===== src/rtl/lane_pkg.sv =====
package lane_pkg;

  typedef enum logic [1:0] {
    SZ_BYTE = 2'd0,
    SZ_HALF = 2'd1,
    SZ_WORD = 2'd2
  } size_e;

  typedef struct packed {
    logic  storeEn;
    logic  loadEn;
    size_e size;
    logic  zeroExt;
    logic  misalign;
  } lane_strobe_t;

endpackage


===== src/rtl/lane_ctrl.sv =====
module lane_ctrl
  import lane_pkg::*;
#(
  parameter int LANE_BITS = 2
) (
  input  logic                 reqValid,
  input  logic [3:0]           reqOp,
  input  logic [LANE_BITS-1:0] eaLow,
  output lane_strobe_t         strobe
);

  size_e accSize;
  logic  badAlign;

  always_comb begin
    if (reqOp[1])      accSize = SZ_WORD;
    else if (reqOp[0]) accSize = SZ_HALF;
    else               accSize = SZ_BYTE;
  end

  always_comb begin
    case (accSize)
      SZ_WORD: badAlign = (eaLow != '0);
      SZ_HALF: badAlign = eaLow[0];
      default: badAlign = 1'b0;
    endcase
  end

  always_comb begin
    strobe.size     = accSize;
    strobe.zeroExt  = reqOp[2];
    strobe.misalign = reqValid & badAlign;
    strobe.storeEn  = reqValid & reqOp[3] & ~badAlign;
    strobe.loadEn   = reqValid & ~reqOp[3] & ~badAlign;
  end

endmodule


===== src/rtl/lane_dp.sv =====
module lane_dp
  import lane_pkg::*;
#(
  parameter int ADDR_W = 32,
  parameter int DATA_W = 32,
  parameter int OFF_W  = 16
) (
  input  logic                            clk,
  input  logic                            rstN,
  input  logic [ADDR_W-1:0]               reqBase,
  input  logic [OFF_W-1:0]                reqOffset,
  input  logic [DATA_W-1:0]               reqWdata,
  input  lane_strobe_t                    strobe,
  output logic [$clog2(DATA_W/8)-1:0]     eaLow,
  output logic [ADDR_W-1:0]               memAddr,
  output logic [DATA_W/8-1:0]             memBe,
  output logic [DATA_W-1:0]               memWdata,
  input  logic [DATA_W-1:0]               memRdata,
  output logic [DATA_W-1:0]               ldData,
  output logic                            ldValid
);

  localparam int LANES     = DATA_W / 8;
  localparam int LANE_BITS = $clog2(LANES);

  logic [ADDR_W-1:0] effAddr;

  assign effAddr = reqBase + {{(ADDR_W-OFF_W){reqOffset[OFF_W-1]}}, reqOffset};
  assign eaLow   = effAddr[LANE_BITS-1:0];
  assign memAddr = {effAddr[ADDR_W-1:LANE_BITS], {LANE_BITS{1'b0}}};

  // Store steering: lane g is the g-th byte from the word address (MSB first)
  for (genvar g = 0; g < LANES; g++) begin : g_lane
    localparam int HI = DATA_W - 1 - 8 * g;
    logic       byteHit;
    logic       halfHit;
    logic [7:0] laneData;

    assign byteHit = (strobe.size == SZ_BYTE) && (eaLow == LANE_BITS'(g));
    assign halfHit = (strobe.size == SZ_HALF) && (eaLow == LANE_BITS'(g & ~1));
    assign memBe[LANES-1-g] = strobe.storeEn &
                              (byteHit | halfHit | (strobe.size == SZ_WORD));

    always_comb begin
      case (strobe.size)
        SZ_BYTE: laneData = reqWdata[7:0];
        SZ_HALF: laneData = (g % 2 == 0) ? reqWdata[15:8] : reqWdata[7:0];
        default: laneData = reqWdata[HI -: 8];
      endcase
    end

    assign memWdata[HI -: 8] = laneData;
  end

  // Load extraction: shift the addressed bytes to the top, then extend
  logic [DATA_W-1:0] shifted;
  logic [DATA_W-1:0] ldNext;

  assign shifted = memRdata << {eaLow, 3'b000};

  always_comb begin
    case (strobe.size)
      SZ_BYTE: ldNext = strobe.zeroExt
                        ? {{(DATA_W-8){1'b0}}, shifted[DATA_W-1 -: 8]}
                        : {{(DATA_W-8){shifted[DATA_W-1]}}, shifted[DATA_W-1 -: 8]};
      SZ_HALF: ldNext = strobe.zeroExt
                        ? {{(DATA_W-16){1'b0}}, shifted[DATA_W-1 -: 16]}
                        : {{(DATA_W-16){shifted[DATA_W-1]}}, shifted[DATA_W-1 -: 16]};
      default: ldNext = memRdata;
    endcase
  end

  always_ff @(posedge clk or negedge rstN) begin
    if (!rstN) begin
      ldData  <= '0;
      ldValid <= 1'b0;
    end else begin
      ldValid <= strobe.loadEn;
      if (strobe.loadEn) ldData <= ldNext;
    end
  end


  mis_no_write_chk: assert property (@(posedge clk) disable iff (!rstN)
    strobe.misalign |-> (memBe == '0));


  load_no_write_chk: assert property (@(posedge clk) disable iff (!rstN)
    strobe.loadEn |-> (memBe == '0));


  byte_one_lane_chk: assert property (@(posedge clk) disable iff (!rstN)
    (strobe.storeEn && strobe.size == SZ_BYTE) |-> ($countones(memBe) == 1));


  half_two_lane_chk: assert property (@(posedge clk) disable iff (!rstN)
    (strobe.storeEn && strobe.size == SZ_HALF) |-> ($countones(memBe) == 2));


  ld_valid_src_chk: assert property (@(posedge clk) disable iff (!rstN)
    ldValid |-> $past(strobe.loadEn));


  ld_hold_chk: assert property (@(posedge clk) disable iff (!rstN)
    !strobe.loadEn |=> $stable(ldData));

endmodule


===== src/rtl/be_lane_lsu.sv =====
module be_lane_lsu
  import lane_pkg::*;
#(
  parameter int ADDR_W = 32,
  parameter int DATA_W = 32,
  parameter int OFF_W  = 16
) (
  input  logic                clk,
  input  logic                rstN,
  input  logic                reqValid,
  input  logic [3:0]          reqOp,
  input  logic [ADDR_W-1:0]   reqBase,
  input  logic [OFF_W-1:0]    reqOffset,
  input  logic [DATA_W-1:0]   reqWdata,
  output logic [ADDR_W-1:0]   memAddr,
  output logic [DATA_W/8-1:0] memBe,
  output logic [DATA_W-1:0]   memWdata,
  input  logic [DATA_W-1:0]   memRdata,
  output logic [DATA_W-1:0]   ldData,
  output logic                ldValid,
  output logic                misalign
);

  localparam int LANE_BITS = $clog2(DATA_W / 8);

  lane_strobe_t         strobe;
  logic [LANE_BITS-1:0] eaLow;

  lane_ctrl #(.LANE_BITS(LANE_BITS)) u_ctrl (
    .reqValid (reqValid),
    .reqOp    (reqOp),
    .eaLow    (eaLow),
    .strobe   (strobe)
  );

  lane_dp #(.ADDR_W(ADDR_W), .DATA_W(DATA_W), .OFF_W(OFF_W)) u_dp (
    .clk       (clk),
    .rstN      (rstN),
    .reqBase   (reqBase),
    .reqOffset (reqOffset),
    .reqWdata  (reqWdata),
    .strobe    (strobe),
    .eaLow     (eaLow),
    .memAddr   (memAddr),
    .memBe     (memBe),
    .memWdata  (memWdata),
    .memRdata  (memRdata),
    .ldData    (ldData),
    .ldValid   (ldValid)
  );

  assign misalign = strobe.misalign;


  idle_quiet_chk: assert property (@(posedge clk) disable iff (!rstN)
    !reqValid |-> (memBe == '0 && !misalign));


  no_ld_after_idle_chk: assert property (@(posedge clk) disable iff (!rstN)
    !reqValid |=> !ldValid);

endmodule


===== config.mk =====
export PLATFORM = sky130hd
export DESIGN_NAME = be_lane_lsu
export DESIGN_NICKNAME = d
export VERILOG_FILES = /design/src/rtl/lane_pkg.sv /design/src/rtl/lane_ctrl.sv /design/src/rtl/lane_dp.sv /design/src/rtl/be_lane_lsu.sv
export SDC_FILE = /design/constraint.sdc
export NUM_CORES = 1
export LEC_CHECK = 0
export BUFFER_PORTS_ARGS = -buffer_cell sky130_fd_sc_hd__buf_4
export CAP_MARGIN = 10
export CORE_ASPECT_RATIO = 1.2
export CORE_MARGIN = 1
export CORE_UTILIZATION = 30
export CTS_BUF_LIST = sky130_fd_sc_hd__clkbuf_8
export DETAILED_ROUTE_END_ITERATION = 16
export HOLD_SLACK_MARGIN = 0.03
export PLACE_DENSITY = 0.59
export RECOVER_POWER = 100
export SYNTH_ARGS = -nofsm -noshare
export SYNTH_HDL_FRONTEND = slang
export SYNTH_SLANG_ARGS = --single-unit

===== constraint.sdc =====
create_clock -name clk -period 2.7 [get_ports clk]
set_input_delay 0.27 -clock clk [delete_from_list [all_inputs] [get_ports clk]]
set_output_delay 0.27 -clock clk [all_outputs]
set_load 0.005 [all_outputs]

==> results.json, run 1 <==
{
  "port_buffers": 218,
  "tritoncts": "built",
  "synth_top_area_share_pct": 19.4,
  "clockRootBuffer": "clkbuf_8",
  "finalWirelength_um": 15200,
  "ys_seq_area_share_pct": 19.4,
  "core_area_um2": 13800,
  "syn_area_um2": 4250,
  "power.leakage_nw": 3.02,
  "maxSlewHeadroom_pct": -17.5,
  "r2r_slack_ns": 2.01,
  "hp-start": "memRdata[4]",
  "timing.final.crit_period_ns": 2.63,
  "slew_violations": 34,
  "timing.rr.start": "u_dp.ldData[18]",
  "power_density_nw_per_um2": 415,
  "vdd_ir_drop_max_mv": 0.342,
  "drt_drc_violations_left": 0,
  "fin_skew_ns": 0,
  "hpwl_um": 12300,
  "clk_path_buf_depth": 2,
  "clkLatencyLatePin_ns": 0.29,
  "antenna_found_initial": 0,
  "path_max_fanout": 3,
  "ios": 221,
  "synth_cells": 566,
  "grt_use_total_pct": 19.7,
  "rsz0062_at_grt": "true",
  "timing.hold.worst.class": "primary input to register",
  "failed_checks": "capacitance limit, slew limit",
  "die_area_um2": 14700,
  "synth-main-ff-cell": "dfrtp_1",
  "tightest_slew_ns": 1.76,
  "async_flop_share_pct": 100,
  "ys_seq_elements": 33,
  "ant_nets": 0,
  "max-cap-violations": 1,
  "gp_congestion": 0.841,
  "fin_nets": 932,
  "hold_path_end": "u_dp.ldData[4]",
  "n_antenna_cell": 0,
  "rows": 47,
  "start_kind": "primary input",
  "synthTopCellsByArea": "dfrtp_1 (19%), a21oi_1 (9.3%), ha_1 (9.1%)",
  "grt_pass1_vias": 4982,
  "synth_cell_types": 62,
  "fin_crit_sh_pct": 97.4,
  "grt_max_degree": 51,
  "num_vias": 5013,
  "synth_edf_count": 0,
  "multiInputGateArea_um2": 3260,
  "clkSinkCount": 33,
  "drive_gt1_share_pct": 41.6,
  "grt_pass1_wl_um": 23800,
  "avgSynthCellArea_um2": 7.52,
  "nFillCells": 1356,
  "outcome": "finished with violations",
  "start_util_pct": 30.8,
  "viasPerCell": 5.27,
  "finalSetupViolations": 0,
  "crit_arrival_ns": 2.36,
  "r2r-end": "u_dp.ldData[18]",
  "end_kind": "output pin",
  "yosys_warnings": 0,
  "dr.pass1.iters": 4,
  "final_cells": 952,
  "hold_violations": 0,
  "clkTransAtPathRegs_ns": 0.07,
  "numCtsBuffers": 5,
  "worstHoldPathCells": 3,
  "synthToLayoutAreaGrowth_pct": 49.8,
  "htree_levels": 2,
  "cp.required_ns": 2.43,
  "drtIter0Drc": 164,
  "routedWlPerCell_um": 15.9,
  "power.total_w": 0.00264,
  "path_class": "primary input to output pin",
  "dp.cells": 940,
  "die_h_um": 132,
  "synth_area_leader_cell": "dfrtp_1",
  "overflow": 0,
  "die_x_um": 111,
  "fmax_mhz": 380,
  "register_area_um2": 826,
  "r2r_cells": 2
}
==> cells in the final DEF, fill, tap and decap left out, types with 3 or more instances in the layout <==
cell type  count
a211oi_1       3
buf_4        210
buf_6          3
a21oi_1       74
nand4_1        5
nand3_1        5
mux2i_1       17
o21a_1         7
clkbuf_4      39
a22oi_1        7
inv_1         13
ha_1          26
nor2_1        49
clkbuf_8       6
xor2_1        10
a21o_1        10
o21bai_1       3
ha_2           3
dfrtp_1       33
xnor2_1       21
clkbuf_1       3
o31ai_2        4
a21oi_2        7
o21ai_0       53
and3_1         3
mux2_2        25
o21ai_1        9
o211ai_1      11
nand2_1       69
nor2b_1        3
==> cells by family (layout without fill, tap and decap cells) <==
group                    Yosys count  in the layout  synth area share [%]
AO/OA/AOI/OAI                    213            213                  31.8
AND/OR/NAND/NOR                  149            149                  15.2
buffers and inverters             65            279                  6.91
multiplexers                      42             42                  10.6
flip-flops                        33             33                  19.4
adder cells (fa/ha/maj)           32             32                  9.59
XOR/XNOR                          31             31                  6.38
other                              1              2                0.0882
==> state kept, by name, indices dropped and copies added (netlist names) <==
signal        cells
u_dp.ldData      32
u_dp.ldValid      1
==> cells in the mapped netlist (all sizes together), types with 3 or more instances <==
cell	number
o21bai	3
a21o	11
clkbuf	30
a22oi	7
xor2	10
mux2	25
nand3	5
o211ai	11
dfrtp	33
nor2b	4
ha	31
a31oi	3
and3	3
inv	14
a211oi	5
a21oi	81
mux2i	17
nor2	51
nand4	5
nor3	3
o31ai	5
xnor2	21
o21a	7
nand2	70
buf	20
o21ai	63
==> through the flow <==
step	utilization (%)	hold slack (ns)	setup WS, ns	TNS [ns]	cell area (um^2)
after global routing	46.1	0.264	-0.0354	-0.108	6370
final	46.1	0.264	0.0690	0	6370
after global placement	44.3	0.226	-0.0760	-0.327	6130
after CTS	45.2	0.259	-0.0240	-0.0240	6250
after detailed placement	44.3	0.235	-0.129	-1.19	6130
after floorplan	-	-0.0256	0.240	0	4260
==> how the worst max path moves through the flow <==
stage / startpoint / slack (ns) / end
4_1_cts: reqBase[0] / -0.02 / memAddr[28]
3_3_place_gp: reqBase[0] / -0.08 / memAddr[28]
2_1_floorplan: reqBase[0] / 0.24 / memAddr[26]
5_1_grt: reqOffset[0] / -0.04 / memAddr[28]
3_5_place_dp: reqBase[0] / -0.13 / u_dp.ldData[18]
6_report: reqOffset[0] / 0.07 / memAddr[30]
==> per-layer routing <==
layer	vias to the layer above	track usage [%]	wire [um]
li1	2444	-	-
met1	2336	21.8	5900
met2	212	38.5	8220
met3	21	2.52	744
met4	0	6.37	289
met5	-	0	0
==> worst max-delay path, stage by stage <==
cell       delay [ns]
buf_6            0.08
ha_4             0.13
inv_2            0.04
fa_2             0.39
nor2b_4          0.14
o2111ai_2        0.16
a21oi_2          0.26
nor2_2           0.08
o211a_4          0.27
o31ai_2          0.22
xor2_1           0.19
buf_4            0.13
==> power breakdown <==
part / internal, W / switching, W / total, W
clock network: 0.000201 / 0.000181 / 0.000382
logic: 0.000834 / 0.000751 / 0.00158
registers: 0.000611 / 0.0000643 / 0.000675
total: 0.00165 / 0.000996 / 0.00264
==> timing repair <==
item,CTS,global route
setup endpoints to repair,7,13
setup buffers,1,3
cloned,0,0
gates resized for setup,4,23
endpoints found under the hold margin,33,0
hold buffers,1,0
pin swaps,2,16
==> layout make-up <==
cell class                 instances  share of cell area, %
clock buffer                       6                   1.30
clock inverter                     1                  0.118
inverter                          15                  0.884
multi-input combinational        469                   51.1
sequential                        33                   13.0
tap                              171                   3.36
timing repair buffer             257                   30.3
Power figures use the tool's default switching activity.
==> run 2, diff against run 1 <==
- BUFFER_PORTS_ARGS: -buffer_cell sky130_fd_sc_hd__buf_4 -> -buffer_cell sky130_fd_sc_hd__buf_2
- RECOVER_POWER: 100 -> unset
==> results.json, run 2 (same netlist as run 1, synthesis figures left out) <==
{
  "outcome": "completed",
  "drt_drc_violations_left": 0,
  "largest_register_ffs": 32,
  "cp.required_ns": 2.43,
  "max_stage_delay_ns": 0.37,
  "clkTransAtPathRegs_ns": 0.07,
  "rsz0062_at_grt": "true",
  "nFillCells": 1447,
  "crit_chain": "buf_2, ha_1, a21oi_1, o211ai_1, buf_4, a21o_1, o21ba_2, a211oi_1, xnor2_1, buf_2",
  "routedWlPerCell_um": 14.9,
  "placed_area_um2": 5640,
  "vdd_ir_drop_max_mv": 0.411,
  "finalWirelength_um": 14200,
  "grt_use_total_pct": 18.4,
  "grt_pass1_vias": 4676,
  "cpMostUsedCell": "buf_2",
  "die_h_um": 132,
  "fin_nets": 935,
  "timing.hold.worst.class": "primary input to asynchronous set/reset pin",
  "n_antenna_cell": 0,
  "start_kind": "primary input",
  "viasPerCell": 5.14,
  "overflow": 0,
  "core_area_um2": 13800,
  "fmax_mhz": 382,
  "final_common_cell": "buf_2",
  "die_x_um": 111,
  "path_max_fanout": 5,
  "end_kind": "output pin",
  "ios": 221,
  "power_density_nw_per_um2": 414,
  "timing.final.crit_period_ns": 2.62,
  "fin_crit_sh_pct": 97.0,
  "tritoncts": "built",
  "htree_levels": 2,
  "fin_area_um2": 5830,
  "multiInputGateArea_um2": 3230,
  "fin_skew_ns": 0,
  "maxSlewHeadroom_pct": 29.8,
  "utilization_pct": 42.2,
  "start_util_pct": 30.8,
  "gp_congestion": 0.894,
  "dp.cells": 946,
  "worstPathBufferInverterCount": 3,
  "finalSetupViolations": 0,
  "slew_violations": 0,
  "r2r_slack_ns": 2.03,
  "num_vias": 4918,
  "crit_arrival_ns": 2.35,
  "dr.pass1.iters": 4,
  "max-cap-violations": 0,
  "grt_pass1_wl_um": 22200,
  "tightest_slew_ns": 1.05,
  "rows": 47,
  "power.leakage_nw": 2.89,
  "crit_family": "compound AO/OA/AOI/OAI gates",
  "port_buffers": 218,
  "clkSinkCount": 33,
  "ant_nets": 0,
  "final_cells": 956,
  "top_register": "u_dp.ldData",
  "clkLatencyLatePin_ns": 0.29,
  "synthToLayoutAreaGrowth_pct": 37.1,
  "clockRootBuffer": "clkbuf_8",
  "drive_gt1_share_pct": 41.0,
  "die_area_um2": 14700,
  "power.total_w": 0.00242,
  "setup_slack_ns": 0.0812,
  "register_area_um2": 826,
  "hpwl_um": 11700,
  "crit_slowest_cell": "ha_1",
  "largestRegisters": "u_dp.ldData x32, u_dp.ldValid x1",
  "numCtsBuffers": 5,
  "clk_path_buf_depth": 2,
  "hold_violations": 0,
  "antenna_found_initial": 0,
  "grt_max_degree": 51,
  "path_class": "primary input to output pin",
  "drtIter0Drc": 215,
  "final_cell_mix": "buf_2 (218), a21oi_1 (75), nand2_1 (70)",
  "pre_cts_ws_ns": -0.114
}
run 2: path summary, 6_finish.rpt:
| check | from | endpoint | cells after the start |
|---|---|---|---|
| worst min-delay path | rstN | u_dp.ldValid | 1 |
| worst max-delay path | reqBase[4] | memAddr[19] | 10 |
| worst max register to register | u_dp.ldData[9] | u_dp.ldData[9] | 2 |
| min in group clk | memRdata[27] | u_dp.ldData[27] | 3 |
| max in group asynchronous | rstN | u_dp.ldData[24] | 1 |
| worst min register to register | u_dp.ldData[2] | u_dp.ldData[2] | 2 |
run 2: worst register-to-register path: cells and delay by family (launching register included):
kind / cells / cell delay [ns]
simple gates: 1 / 0.10
compound gates: 1 / 0.05
flops: 1 / 0.38
run 2: metal layers:
| metal | part of all wire, % | routed length, um | GRT usage, % |
|---|---|---|---|
| met5 | 0 | 0 | 0 |
| met3 | 5.9 | 846 | 2.24 |
| met4 | 2.8 | 401 | 7.11 |
| met1 | 40 | 5720 | 20.9 |
| met2 | 51 | 7280 | 34.5 |
run 2: final cells by class:
class | count | share of cell area, %
Tap cell | 171 | 3.67
Multi-Input combinational cell | 469 | 55.4
Timing Repair Buffer | 260 | 24.4
Sequential cell | 33 | 14.2
Clock inverter | 3 | 0.257
Inverter | 15 | 0.965
Clock buffer | 5 | 1.18
run 2: stage by stage:
step           setup TNS, ns  hold slack [ns]
6_report                   0           0.0307
2_1_floorplan              0          -0.0256
5_1_grt              -0.0828           0.0964
3_5_place_dp           -1.09            0.371
3_3_place_gp          -0.352            0.367
4_1_cts                    0           0.0524
run 2: timing repair:
action / in CTS / in global routing
hold buffers: 0 / 0
setup buffers: 1 / 1
gates resized for setup: 2 / 17
endpoints found under the hold margin: 0 / 0
pin swaps: 2 / 12
setup endpoints to repair: 5 / 17
run 2: report_power, final:
part | total, W | switching [W] | leakage (nW) | internal [W]
sequential | 0.000670 | 0.0000592 | 0.411 | 0.000611
combinational | 0.00139 | 0.000723 | 2.43 | 0.000672
clock | 0.000353 | 0.000179 | 0.0467 | 0.000175
total | 0.00242 | 0.000960 | 2.89 | 0.00146
==> run 3, diff against run 2 <==
- CTS_BUF_LIST: sky130_fd_sc_hd__clkbuf_8 -> sky130_fd_sc_hd__clkbuf_4 sky130_fd_sc_hd__clkbuf_8
- SETUP_SLACK_MARGIN: unset -> 0.05
==> results.json, run 3 (same netlist as run 1, synthesis figures left out) <==
{
  "outcome": "completed",
  "overflow": 0,
  "gp_congestion": 0.894,
  "pre_cts_ws_ns": -0.114,
  "path_class": "primary input to output pin",
  "rows": 47,
  "clkSinkCount": 33,
  "largestRegisters": "u_dp.ldData x32, u_dp.ldValid x1",
  "synthToLayoutAreaGrowth_pct": 40.2,
  "grt_pass1_wl_um": 22400,
  "fin_setup_tns_ns": 0,
  "viasPerCell": 5.19,
  "path_max_fanout": 9,
  "numCtsBuffers": 5,
  "final_cells": 958,
  "start_kind": "primary input",
  "final_common_cell": "buf_2",
  "ant_nets": 0,
  "end_kind": "output pin",
  "antenna_found_initial": 0,
  "grt_use_total_pct": 18.5,
  "ios": 221,
  "setup_slack_ns": 0.112,
  "clkLatencyLatePin_ns": 0.29,
  "fin_nets": 937,
  "n_antenna_cell": 0,
  "die_area_um2": 14700,
  "placed_area_um2": 5640,
  "crit_arrival_ns": 2.32,
  "num_vias": 4969,
  "cp.required_ns": 2.43,
  "die_h_um": 132,
  "clockRootBuffer": "clkbuf_8",
  "final_cell_mix": "buf_2 (217), a21oi_1 (74), nand2_1 (69)",
  "tightest_slew_ns": 0.717,
  "rsz0062_at_grt": "true",
  "hpwl_um": 11700,
  "port_buffers": 218,
  "drive_gt1_share_pct": 43.1,
  "hold_violations": 0,
  "core_area_um2": 13800,
  "die_x_um": 111,
  "power_density_nw_per_um2": 416,
  "grt_max_degree": 51,
  "htree_levels": 2,
  "worst_hold_slack_ns": 0.0313,
  "ctsHoldBuffers": 0,
  "maxSlewHeadroom_pct": 52.2,
  "grt_pass1_vias": 4687,
  "fin_skew_ns": 0,
  "power.leakage_nw": 2.90,
  "max-cap-violations": 0,
  "fmax_mhz": 386,
  "largest_register_ffs": 32,
  "critPathLaunch": "reqOffset[15]",
  "routedWlPerCell_um": 15.1,
  "tritoncts": "built",
  "drt_drc_violations_left": 0,
  "timing.hold.worst.class": "primary input to asynchronous set/reset pin",
  "drtIter0Drc": 205,
  "fin_crit_sh_pct": 95.9,
  "clkTransAtPathRegs_ns": 0.07,
  "finalSetupViolations": 0,
  "clk_path_buf_depth": 2,
  "timing.rr.start": "u_dp.ldData[24]",
  "fin_area_um2": 5960,
  "slew_violations": 0,
  "start_util_pct": 30.8,
  "top_register": "u_dp.ldData",
  "finalWirelength_um": 14400,
  "timing.final.crit_period_ns": 2.59,
  "dr.pass1.iters": 4,
  "vdd_ir_drop_max_mv": 0.410,
  "dp.cells": 946
}
[run 3: cell types whose count changed in the layout (fill, tap and decap cells not counted), moves of 2 or more]
cell	before	now
nor4_1	2	0
clkbuf_4	0	3
a211oi_4	0	2
ha_4	1	4
nor4_2	0	2
inv_1	16	14
ha_1	30	23
buf_4	40	42
ha_2	0	4
[run 3: where the power goes]
part,switching [W],internal (W)
registers,0.0000590,0.000610
clock network,0.000180,0.000202
logic,0.000740,0.000690
[run 3: path summary, 6_finish.rpt]
| kind | end | slack (ns) | cells after the start |
|---|---|---|---|
| worst max-delay path | memAddr[28] | 0.11 | 11 |
| min in group clk | u_dp.ldData[27] | 0.27 | 3 |
| max in group asynchronous | u_dp.ldData[24] | 2.21 | 1 |
| worst max register to register | u_dp.ldData[24] | 2.03 | 2 |
| worst min register to register | u_dp.ldData[2] | 0.47 | 2 |
| worst min-delay path | u_dp.ldValid | 0.03 | 1 |
[run 3: layer usage]
layer	track usage [%]	up-vias	part of all wire (%)
li1	-	2467	-
met1	21.0	2290	41
met2	35.1	191	52
met3	2.24	21	5.1
met4	6.22	0	2.0
met5	0	-	0
[run 3: what timing repair did]
item                                    CTS  global route
buffers inserted                          1             3
resized for setup                         7            31
endpoints found under the setup margin    9            33
cloned                                    0             0
pin swaps                                 8            12
[run 3: layout make-up]
| cell class | count | area (um^2) |
|---|---|---|
| inverter | 15 | 56.3 |
| tap | 171 | 214 |
| timing repair buffer | 262 | 1440 |
| clock buffer | 7 | 83.8 |
| sequential | 33 | 826 |
| fill | 1428 | 7860 |
| clock inverter | 1 | 7.51 |
| multi-input combinational | 469 | 3340 |
[run 3: through the flow]
step	total power (W)	util (%)
2_1_floorplan	0.00145	-
3_5_place_dp	0.00204	40.8
6_report	0.00248	43.2
3_3_place_gp	0.00204	40.8
4_1_cts	0.00245	41.8
5_1_grt	0.00268	43.2
[run 3: critical path: stages]
cell,delay [ns]
clkbuf_4,0.18
ha_1,0.35
a21oi_2,0.17
o21a_1,0.17
o21bai_1,0.11
a311oi_4,0.31
o31ai_2,0.10
buf_4,0.16
a221oi_2,0.25
xnor2_1,0.14
buf_2,0.12
